--- config.mk ---
export PLATFORM = sky130hd
export DESIGN_NAME = pwm_oct
export DESIGN_NICKNAME = d
export VERILOG_FILES = /design/src/rtl/pwm_oct_pkg.sv /design/src/rtl/pwm_oct_clkgen.sv /design/src/rtl/pwm_oct_core.sv /design/src/rtl/pwm_oct_pair.sv /design/src/rtl/pwm_oct.sv
export SDC_FILE = /design/constraint.sdc
export NUM_CORES = 1
export LEC_CHECK = 0
export ABC_CLOCK_PERIOD_IN_PS = 9200
export BUFFER_PORTS_ARGS = -buffer_cell sky130_fd_sc_hd__buf_2
export CELL_PAD_IN_SITES_DETAIL_PLACEMENT = 1
export CELL_PAD_IN_SITES_GLOBAL_PLACEMENT = 2
export CORE_UTILIZATION = 47
export CTS_BUF_LIST = sky130_fd_sc_hd__clkbuf_4 sky130_fd_sc_hd__clkbuf_8
export CTS_CLUSTER_SIZE = 25
export DETAILED_ROUTE_END_ITERATION = 10
export PLACE_DENSITY_LB_ADDON = 0.1
export SLEW_MARGIN = 20
export SYNTH_ARGS = -nofsm -noshare
export SYNTH_HDL_FRONTEND = slang
export SYNTH_SLANG_ARGS = --single-unit
--- constraint.sdc ---
create_clock -name clk -period 9.2 [get_ports clk]
set_clock_uncertainty 0.2 [all_clocks]
set_input_delay 1.38 -clock clk [delete_from_list [all_inputs] [get_ports clk]]
set_output_delay 1.38 -clock clk [all_outputs]
set_load 0.02 [all_outputs]
--- src/rtl/pwm_oct_pkg.sv ---
package pwm_oct_pkg;
    localparam int ADDR_W = 5;
    localparam int DATA_W = 8;

    localparam logic [ADDR_W-1:0] A_ENABLE = 5'd0;
    localparam logic [ADDR_W-1:0] A_POLAR  = 5'd1;
    localparam logic [ADDR_W-1:0] A_CENTER = 5'd2;
    localparam logic [ADDR_W-1:0] A_FUSE   = 5'd3;
    localparam logic [ADDR_W-1:0] A_CSEL   = 5'd4;
    localparam logic [ADDR_W-1:0] A_PRESC  = 5'd5;
    localparam logic [ADDR_W-1:0] A_SCALEA = 5'd6;
    localparam logic [ADDR_W-1:0] A_SCALEB = 5'd7;
    localparam logic [ADDR_W-1:0] A_SHUT   = 5'd8;
    localparam logic [ADDR_W-1:0] A_PERIOD = 5'd16;
    localparam logic [ADDR_W-1:0] A_DUTY   = 5'd24;
endpackage

--- src/rtl/pwm_oct_clkgen.sv ---
module pwm_oct_clkgen #(
    parameter int PW = 7,
    parameter int SW = 8
) (
    input  logic          clk,
    input  logic          rst_n,
    input  logic [2:0]    pre_a_i,
    input  logic [2:0]    pre_b_i,
    input  logic [SW-1:0] scale_a_i,
    input  logic [SW-1:0] scale_b_i,
    output logic          tick_a_o,
    output logic          tick_b_o,
    output logic          tick_sa_o,
    output logic          tick_sb_o
);
    typedef struct packed {
        logic [PW-1:0] pre;
        logic [SW-1:0] sa;
        logic [SW-1:0] sb;
    } cg_t;

    cg_t s_d, s_q;
    logic [PW-1:0] mask_a, mask_b;

    always_comb begin
        mask_a    = PW'((PW+1)'(1) << pre_a_i) - PW'(1);
        mask_b    = PW'((PW+1)'(1) << pre_b_i) - PW'(1);
        tick_a_o  = (s_q.pre & mask_a) == mask_a;
        tick_b_o  = (s_q.pre & mask_b) == mask_b;
        tick_sa_o = tick_a_o && (s_q.sa >= scale_a_i - SW'(1));
        tick_sb_o = tick_b_o && (s_q.sb >= scale_b_i - SW'(1));
        s_d       = s_q;
        s_d.pre   = s_q.pre + PW'(1);
        if (tick_a_o) s_d.sa = tick_sa_o ? '0 : s_q.sa + SW'(1);
        if (tick_b_o) s_d.sb = tick_sb_o ? '0 : s_q.sb + SW'(1);
    end

    always_ff @(posedge clk or negedge rst_n) begin
        if (!rst_n) s_q <= '0;
        else        s_q <= s_d;
    end
endmodule

--- src/rtl/pwm_oct_core.sv ---
module pwm_oct_core #(
    parameter int W = 8
) (
    input  logic         clk,
    input  logic         rst_n,
    input  logic         tick_i,
    input  logic         en_i,
    input  logic         center_i,
    input  logic [W-1:0] per_i,
    input  logic [W-1:0] duty_i,
    output logic         on_o
);
    typedef struct packed {
        logic [W-1:0] cnt;
        logic         down;
        logic [W-1:0] per;
        logic [W-1:0] duty;
    } core_t;

    core_t s_d, s_q;
    logic  last;

    always_comb begin
        s_d  = s_q;
        last = ({1'b0, s_q.cnt} + (W+1)'(1)) >= {1'b0, s_q.per};
        if (!en_i) begin
            s_d.cnt  = '0;
            s_d.down = 1'b0;
            s_d.per  = per_i;
            s_d.duty = duty_i;
        end else if (tick_i) begin
            if (!center_i) begin
                if (last) begin
                    s_d.cnt  = '0;
                    s_d.per  = per_i;
                    s_d.duty = duty_i;
                end else begin
                    s_d.cnt = s_q.cnt + W'(1);
                end
            end else if (!s_q.down) begin
                if (last) s_d.down = 1'b1;
                else      s_d.cnt  = s_q.cnt + W'(1);
            end else if (s_q.cnt == '0) begin
                s_d.down = 1'b0;
                s_d.per  = per_i;
                s_d.duty = duty_i;
            end else begin
                s_d.cnt = s_q.cnt - W'(1);
            end
        end
        on_o = en_i && (s_q.cnt < s_q.duty);
    end

    always_ff @(posedge clk or negedge rst_n) begin
        if (!rst_n) s_q <= '0;
        else        s_q <= s_d;
    end
endmodule

--- src/rtl/pwm_oct_pair.sv ---
module pwm_oct_pair #(
    parameter int CW = 8
) (
    input  logic          clk,
    input  logic          rst_n,
    input  logic          fuse_i,
    input  logic [1:0]    en_i,
    input  logic [1:0]    center_i,
    input  logic [1:0]    tick_i,
    input  logic [CW-1:0] per_e_i,
    input  logic [CW-1:0] per_o_i,
    input  logic [CW-1:0] duty_e_i,
    input  logic [CW-1:0] duty_o_i,
    output logic [1:0]    on_o
);
    localparam int WW = 2 * CW;

    logic          on_e, on_w;
    logic [WW-1:0] per_w, duty_w;

    assign per_w  = fuse_i ? {per_e_i, per_o_i}   : {{CW{1'b0}}, per_o_i};
    assign duty_w = fuse_i ? {duty_e_i, duty_o_i} : {{CW{1'b0}}, duty_o_i};

    pwm_oct_core #(.W(CW)) u_even (
        .clk(clk), .rst_n(rst_n), .tick_i(tick_i[0]),
        .en_i(en_i[0] && !fuse_i), .center_i(center_i[0]),
        .per_i(per_e_i), .duty_i(duty_e_i), .on_o(on_e)
    );

    pwm_oct_core #(.W(WW)) u_odd (
        .clk(clk), .rst_n(rst_n), .tick_i(tick_i[1]),
        .en_i(en_i[1]), .center_i(center_i[1]),
        .per_i(per_w), .duty_i(duty_w), .on_o(on_w)
    );

    assign on_o = {on_w, on_e && !fuse_i};
endmodule

--- src/rtl/pwm_oct.sv ---
module pwm_oct
    import pwm_oct_pkg::*;
#(
    parameter int NCH = 8,
    parameter int CW  = 8
) (
    input  logic              clk,
    input  logic              rst_n,
    input  logic              wr_en,
    input  logic [ADDR_W-1:0] wr_addr,
    input  logic [DATA_W-1:0] wr_data,
    input  logic              sd_in,
    output logic [NCH-1:0]    pwm_o,
    output logic              sd_flag_o
);
    localparam int NP = NCH / 2;

    typedef struct packed {
        logic [NCH-1:0]         en;
        logic [NCH-1:0]         pol;
        logic [NCH-1:0]         center;
        logic [NP-1:0]          fuse;
        logic [NCH-1:0]         csel;
        logic [2:0]             pre_a;
        logic [2:0]             pre_b;
        logic [CW-1:0]          sc_a;
        logic [CW-1:0]          sc_b;
        logic                   sd_arm;
        logic                   sd_lvl;
        logic                   sd_force;
        logic                   sd_latch;
        logic [NCH-1:0][CW-1:0] per;
        logic [NCH-1:0][CW-1:0] duty;
        logic [NCH-1:0]         pins;
    } regs_t;

    regs_t          s_d, s_q;
    logic           t_a, t_b, t_sa, t_sb;
    logic [NCH-1:0] tick_ch, on_w, base;

    pwm_oct_clkgen #(.PW(7), .SW(CW)) u_clk (
        .clk(clk), .rst_n(rst_n),
        .pre_a_i(s_q.pre_a), .pre_b_i(s_q.pre_b),
        .scale_a_i(s_q.sc_a), .scale_b_i(s_q.sc_b),
        .tick_a_o(t_a), .tick_b_o(t_b), .tick_sa_o(t_sa), .tick_sb_o(t_sb)
    );

    for (genvar c = 0; c < NCH; c++) begin : g_tick
        if ((c % 4) < 2) begin : g_a
            assign tick_ch[c] = s_q.csel[c] ? t_sa : t_a;
        end else begin : g_b
            assign tick_ch[c] = s_q.csel[c] ? t_sb : t_b;
        end
    end

    for (genvar k = 0; k < NP; k++) begin : g_pair
        pwm_oct_pair #(.CW(CW)) u_pair (
            .clk(clk), .rst_n(rst_n), .fuse_i(s_q.fuse[k]),
            .en_i(s_q.en[2*k +: 2]), .center_i(s_q.center[2*k +: 2]),
            .tick_i(tick_ch[2*k +: 2]),
            .per_e_i(s_q.per[2*k]), .per_o_i(s_q.per[2*k+1]),
            .duty_e_i(s_q.duty[2*k]), .duty_o_i(s_q.duty[2*k+1]),
            .on_o(on_w[2*k +: 2])
        );
    end

    always_comb begin
        s_d = s_q;
        if (wr_en) begin
            case (wr_addr)
                A_ENABLE: s_d.en     = wr_data[NCH-1:0];
                A_POLAR:  s_d.pol    = wr_data[NCH-1:0];
                A_CENTER: s_d.center = wr_data[NCH-1:0];
                A_FUSE:   s_d.fuse   = wr_data[NP-1:0];
                A_CSEL:   s_d.csel   = wr_data[NCH-1:0];
                A_PRESC: begin
                    s_d.pre_a = wr_data[2:0];
                    s_d.pre_b = wr_data[6:4];
                end
                A_SCALEA: s_d.sc_a = wr_data;
                A_SCALEB: s_d.sc_b = wr_data;
                A_SHUT: begin
                    s_d.sd_arm   = wr_data[0];
                    s_d.sd_lvl   = wr_data[1];
                    s_d.sd_force = wr_data[2];
                    if (wr_data[3]) s_d.sd_latch = 1'b0;
                end
                default: begin
                    if (wr_addr[4]) begin
                        if (wr_addr[3]) s_d.duty[wr_addr[2:0]] = wr_data;
                        else            s_d.per[wr_addr[2:0]]  = wr_data;
                    end
                end
            endcase
        end
        if (s_q.sd_arm && (sd_in == s_q.sd_lvl)) s_d.sd_latch = 1'b1;
        for (int c = 0; c < NCH; c++) begin
            base[c] = on_w[c] ? s_q.pol[c] : !s_q.pol[c];
            if ((c % 2 == 0) && s_q.fuse[c/2]) base[c] = 1'b0;
        end
        s_d.pins = s_d.sd_latch ? {NCH{s_d.sd_force}} : base;
    end

    always_ff @(posedge clk or negedge rst_n) begin
        if (!rst_n) begin
            s_q     <= '0;
            s_q.pol <= '1;
        end else begin
            s_q <= s_d;
        end
    end

    assign pwm_o     = s_q.pins;
    assign sd_flag_o = s_q.sd_latch;

    logic [NCH-1:0] en_w, pol_w;
    logic [NP-1:0]  fuse_w;
    logic           arm_w, lvl_w, force_w;
    assign en_w    = s_q.en;
    assign pol_w   = s_q.pol;
    assign fuse_w  = s_q.fuse;
    assign arm_w   = s_q.sd_arm;
    assign lvl_w   = s_q.sd_lvl;
    assign force_w = s_q.sd_force;
endmodule

# Yosys cells after proc, flatten, opt, wreduce, memory -nomap -nowiden
# Cells that the tools add are included.
# totals
inputBits	17
ff_bits	517
elab_cells	413
out_inout_bits	9
# op_classes
reduce_logical	77
magnitude_cmp	20
bitwise	4
shift	2
n_addsub	31
eq_ne	67
mux	147
# ops
cell	count
2-to-1 mux 16 bit	36
2-to-1 mux 49 bit	8
2-to-1 mux 32 bit	12
2-to-1 mux 128 bit	2
2-to-1 mux 25 bit	8
2-to-1 mux 8 bit	20
2-to-1 mux 17 bit	8
2-to-1 mux 33 bit	4
2-to-1 mux 130 bit	1
bitwise mux 64 bit	2
2-to-1 mux 64 bit	2
inequality test 3 x 2 -> 1 bit, second input constant	24
adder 16 x 1 -> 17 bit, second input constant	4
>= comparator 17 x 16 -> 1 bit	4
adder 16 x 1 -> 16 bit, second input constant	4
zero test 16 bit	4
less-than comparator 16 bit	4
inequality test 4 bit, second input constant	16
subtractor 16 x 1 -> 16 bit, second input constant	4
adder 8 x 1 -> 8 bit, second input constant	6
subtractor 8 x 1 -> 8 bit, second input constant	6
AND reduction 4 bit	10
2-to-1 mux 1 bit	38
adder 8 x 1 -> 9 bit, second input constant	4
other kinds (28)	117

# Depth between registers and ports, before layout
# logic_depth
depth_word	11
ltp_mapped	19
mapped_depth_nobuf	15

# Hierarchy
# A second synthesis with hierarchy kept.
# unflattened
hier_cells	3114
hier_area_um2	32678.8
# modules_own_cells
module	cells_each	area_each_um2	n_inst	seq_area_each_um2
pwm_oct_core (g_pair[0].u_pair.u_even ...)	211	1991.9	4	625.6
pwm_oct	499	7893.8	1	4964.8
pwm_oct_core (g_pair[0].u_pair.u_odd ...)	367	3544.6	2	1226.2
pwm_oct_core (g_pair[2].u_pair.u_odd)	379	3724.8	1	1226.2
pwm_oct_core (g_pair[3].u_pair.u_odd)	381	3568.4	1	1226.2
pwm_oct_clkgen	197	1829.3	1	575.6
pwm_oct_pair	20	151.4	4	0.0

# Worst setup path after synthesis
# OpenSTA, ideal clock, no wires.
# synth_timing
kind	register to register
start	reg g_pair[3].u_pair.u_odd.s_q[35] in the netlist's numbering
end	reg g_pair[3].u_pair.u_odd.s_q[10] in the netlist's numbering
t_arrival_ps	3514
t_required_ps	8867
stages_incl_launch_ff	19
n_path_buf	5
slack_ps	5353
cell_sequence	dfrtp_1 > buf_2 > and3_1 > clkbuf_1 > nand3_1 > nor2_1 > nand3_1 > xnor2_1 > ha_1 > nand3_1 > nor3_1 > o31a_1 > nor4b_1 > or2_0 > buf_2 > o311a_1 > buf_2 > clkbuf_1 > o21ai_0
# synth_via
elab_chain_len	4
elab_cells_between_ends	6
classes_between	add/sub: 1; order compare: 1; eq/ne: 2; reduce/logical: 2
# synth_rtl
element	line	text
start, declared	pwm_oct_core.sv:20	core_t s_d, s_q;
start signal, assigned	pwm_oct_core.sv:55	if (!rst_n) s_q <= '0;
start signal, assigned	pwm_oct_core.sv:56	else s_q <= s_d;
adder 16 x 1 -> 17 bit	pwm_oct_core.sv:25	last = ({1'b0, s_q.cnt} + (W+1)'(1)) >= {1'b0, s_q.per};
>= comparator 17 x 16 -> 1 bit	pwm_oct_core.sv:25	
inequality test 3 x 2 -> 1 bit (no source line)	-	
AND reduction 4 bit (no source line) (*)	-	
# Every way passes the cells marked *; elsewhere a longest branch is shown, timed or not.
# A chain may end at the register's enable or synchronous reset.

# Worst setup path after layout
# layout_timing
start	reg g_pair[0].u_pair.u_odd.s_q[34] in the netlist's numbering
end	reg g_pair[0].u_pair.u_odd.s_q[16] in the netlist's numbering
# layout_via
elab_chain_len	4
elab_cells_between_ends	6
classes_between	add/sub: 1; order compare: 1; eq/ne: 2; reduce/logical: 2
# layout_rtl
element	line
start, declared	pwm_oct_core.sv:20
start signal, assigned	pwm_oct_core.sv:55
start signal, assigned	pwm_oct_core.sv:56
adder 16 x 1 -> 17 bit	pwm_oct_core.sv:25
>= comparator 17 x 16 -> 1 bit	pwm_oct_core.sv:25
inequality test 3 x 2 -> 1 bit (no source line)	-
AND reduction 4 bit (no source line) (*)	-
# Marks and branches as above.

==> metrics.yaml <==
cts:
  clock_tree.buffer_depth: 3
  ctsResizeCount: 0
  clk_pin_slew_ns: 0.07
  postCtsSetupRepairBufs: 0
  cts_tree: "done"
  htree_levels: 3
  hold_buffers: 0
  clockRootBuffer: "clkbuf_8"
  clock_sinks: 517
  cts_buffers: 94
  clock_latency_ns: 0.71
setup_path:
  crit_type: "flip-flop to flip-flop"
  path_max_fanout: 62
  arrival_ns: 5.52
  worst_setup_path_start_kind: "flip-flop"
  cp.required_ns: 9.58
  crit_path_end_kind: "flip-flop"
  reg2reg_slack_ns: 4.06
placed_design:
  place.gp.congestion: 0.900
  numPortBuffers: 25
  dpl.hpwl_um: 60200
synthesis:
  synth.avg_cell_area_sq_um: 9.65
  ys_ff_latch: 517
  yosysSeqAreaShare_pct: 42.1
  ys_async_sr_fraction_pct: 100
  ys.flop_type: "dfrtp_1"
  syn_inst: 3188
  synth_area_sq_um: 30800
  synth_edf_count: 0
  ys_types: 99
  ys.warnings.count: 0
  syn_nets: 3436
cells_and_area:
  nets: 3399
  fin_util_pct: 51.7
  area.sequential_sq_um: 12900
  area_delta_synth_final_pct: 8.54
  n_fill_cell: 7257
  drive_above_1_share_pct: 15.5
  multiInputGateArea_sq_um: 16100
job:
  maxCapViolations: 0
global_route:
  antenna_found_initial: 6
  overflow: 0
  grt_max_degree: 172
  grt_pass1_vias: 25809
  grt_pass1_wl_um: 143000
  grt_use_total_pct: 26.9
route:
  dr.pass1.iters: 5
  drt-total-wl_um: 87700
  wl_per_cell_um: 21.5
  antenna_left: 0
  vias: 24052
  avgViaCountPerCell: 5.90
  remaining_drc_errors: 0
  drtIter0Drc: 1267
die:
  die_h_um: 258
  core_sq_um: 64600
  initial_core_util_pct: 47.6
  io_pins: 26
  dieWidth_um: 258
  fp-row-count: 93
  die_area_sq_um: 66500
power:
  ir_drop_mv: 0.150
  leakage_nw: 15.5
  clkPwrFrac_pct: 30.8
  pwr-share-comb_pct: 29.8
  seq_power_share_pct: 39.4
  switchingPower_mw: 2.81
  powerDensity_nw_per_um2: 234
  swShare_pct: 36.1
  p_int_mw: 4.98
sta:
  period_needed_ns: 5.14
  relSlewSlack_pct: 22.8
  tightest_slew_ns: 1.16
  drv_slew: 0
  finalSetupViolCount: 0
  hold_viol: 0
  rsz0062_at_grt: "no"
  setup_tns_ns: 0
  fin_crit_sh_pct: 55.9
  fmax_mhz: 194
worst_hold_path:
  worstHoldPathType: "flip-flop to flip-flop"
outcome:
  status: "finished, final reports clean"
[power by group through the flow]
stage               sequential (mW)  clock, mW  combinational, mW
floorplan                      2.94          0               1.76
global placement               3.08          0               2.20
detailed placement             3.11          0               2.32
CTS                            3.07       2.47               2.34
global route                   3.13       2.56               2.62
finish                         3.07       2.40               2.32
[cell usage after synthesis, types with 8 or more instances]
| cell type | count | area (sq um) |
|---|---|---|
| nand3_1 | 136 | 681 |
| nand2b_1 | 44 | 275 |
| nor2b_1 | 22 | 138 |
| a211oi_1 | 17 | 128 |
| or2_2 | 8 | 50.1 |
| and2_1 | 11 | 68.8 |
| a22oi_1 | 14 | 105 |
| nand4_1 | 26 | 163 |
| nor4_1 | 19 | 119 |
| xor2_1 | 50 | 438 |
| o21ai_0 | 238 | 1190 |
| mux2_2 | 234 | 2640 |
| a22o_1 | 10 | 87.6 |
| o31ai_1 | 38 | 285 |
| ha_1 | 231 | 2890 |
| o22ai_1 | 13 | 81.3 |
| or3_1 | 20 | 125 |
| a211o_1 | 9 | 78.8 |
| nor3_1 | 59 | 295 |
| a21oi_1 | 132 | 661 |
| clkbuf_1 | 96 | 360 |
| and3_1 | 29 | 181 |
| nand2_1 | 290 | 1090 |
| o21a_1 | 11 | 82.6 |
| nor2_1 | 175 | 657 |
| o211ai_1 | 30 | 225 |
| nor3b_1 | 13 | 97.6 |
| o22a_1 | 10 | 87.6 |
| xnor2_1 | 58 | 508 |
| a21o_1 | 61 | 458 |
| inv_1 | 245 | 920 |
| buf_2 | 46 | 230 |
| and4_1 | 11 | 96.3 |
| buf_4 | 21 | 158 |
| dfstp_2 | 8 | 210 |
| a31oi_1 | 35 | 219 |
| a32oi_1 | 13 | 114 |
| dfrtp_1 | 509 | 12700 |
| nand3b_1 | 11 | 82.6 |
| mux2i_1 | 37 | 370 |
[cells by family (layout without fill, tap and decap cells)]
family,Yosys count,count (layout),synth area share [%]
mux,274,274,9.88
other cells,0,1,0
compound gates,737,737,15.6
fa+ha+maj,231,231,9.40
simple gates,902,902,14.3
flops,517,517,42.1
buf+inv,419,455,5.68
xor+xnor,108,108,3.08
[critical path, cell delays in order (launching register included)]
cell and delay, ns:
dfrtp_1 0.48, ha_1 0.31, nand4_1 0.21, nor3_1 0.66, nand3_1 0.18, xnor2_1 0.19
ha_1 0.32, nand4_1 0.09, nor2_1 0.13, nand2_1 0.07, o211ai_1 0.30, o41a_1 0.65
a21boi_4 0.28, buf_4 0.49, mux2_2 0.40
[path summary, 6_finish.rpt]
path / from / endpoint / cells past startpoint
max: g_pair[0].u_pair.u_odd.s_q[34] / g_pair[0].u_pair.u_odd.s_q[16] / 14
min: flip-flop / g_pair[0].u_pair.u_odd.s_q[4] / 2
max reg2reg: g_pair[0].u_pair.u_odd.s_q[34] / g_pair[0].u_pair.u_odd.s_q[16] / 14
min reg2reg: flip-flop / g_pair[0].u_pair.u_odd.s_q[4] / 2
max in group asynchronous: rst_n / g_pair[1].u_pair.u_odd.s_q[47] / 2
min in group asynchronous: rst_n / g_pair[3].u_pair.u_odd.s_q[45] / 1
[metal layers]
| metal | global-route usage, % | up-vias | share of wire [%] |
|---|---|---|---|
| met5 | 0 | - | 0.042 |
| met4 | 8.68 | 6 | 2.8 |
| met3 | 4.68 | 164 | 3.7 |
| met2 | 43.7 | 394 | 47 |
| met1 | 36.5 | 12252 | 46 |
| li1 | - | 11236 | - |
[area by class of cell]
type                       count  area share (%)
sequential                   517            38.8
antenna                        1         0.00750
multi-input combinational   2252            48.2
clock buffer                 148            5.56
clock inverter                21           0.615
tap                          855            3.21
timing repair buffer          41           0.851
inverter                     245            2.76
[through the flow]
stage	setup WS [ns]	std cells	hold WS (ns)	power, mW	instance area [sq um]
3_3_place_gp	4.25	3910	0.253	5.28	31300
6_report	4.06	4080	0.277	7.79	33400
2_1_floorplan	5.35	3188	0.244	4.70	30800
4_1_cts	4.07	4079	0.276	7.88	33300
5_1_grt	3.52	4080	0.304	8.32	33400
3_5_place_dp	4.10	3910	0.270	5.42	31300
[placed cells by master (no fill, tap or decap), types with 11 or more instances in the layout]
cell	Yosys	layout
buf_2	46	24
nor4_1	19	18
clkinv_2	0	11
nand3_1	136	136
buf_4	21	13
dfrtp_1	509	509
o21a_1	11	11
a211oi_1	17	17
mux2_2	234	234
inv_1	245	245
clkbuf_8	0	119
o22ai_1	13	13
nor3b_1	13	13
nand4_1	26	26
nor3_1	59	59
or3_1	20	20
a21oi_1	132	132
and3_1	29	29
ha_1	231	231
a32oi_1	13	13
nand2_1	290	290
and2_1	11	11
a22oi_1	14	14
a31oi_1	35	35
a21o_1	61	61
o211ai_1	30	30
nor2b_1	22	21
nand2b_1	44	44
o21ai_0	238	238
nand3b_1	11	11
and4_1	11	11
nor2_1	175	175
o31ai_1	38	38
xnor2_1	58	58
clkbuf_4	0	29
xor2_1	50	50
mux2i_1	37	37
Note: power is estimated with default switching activity, not from simulation.
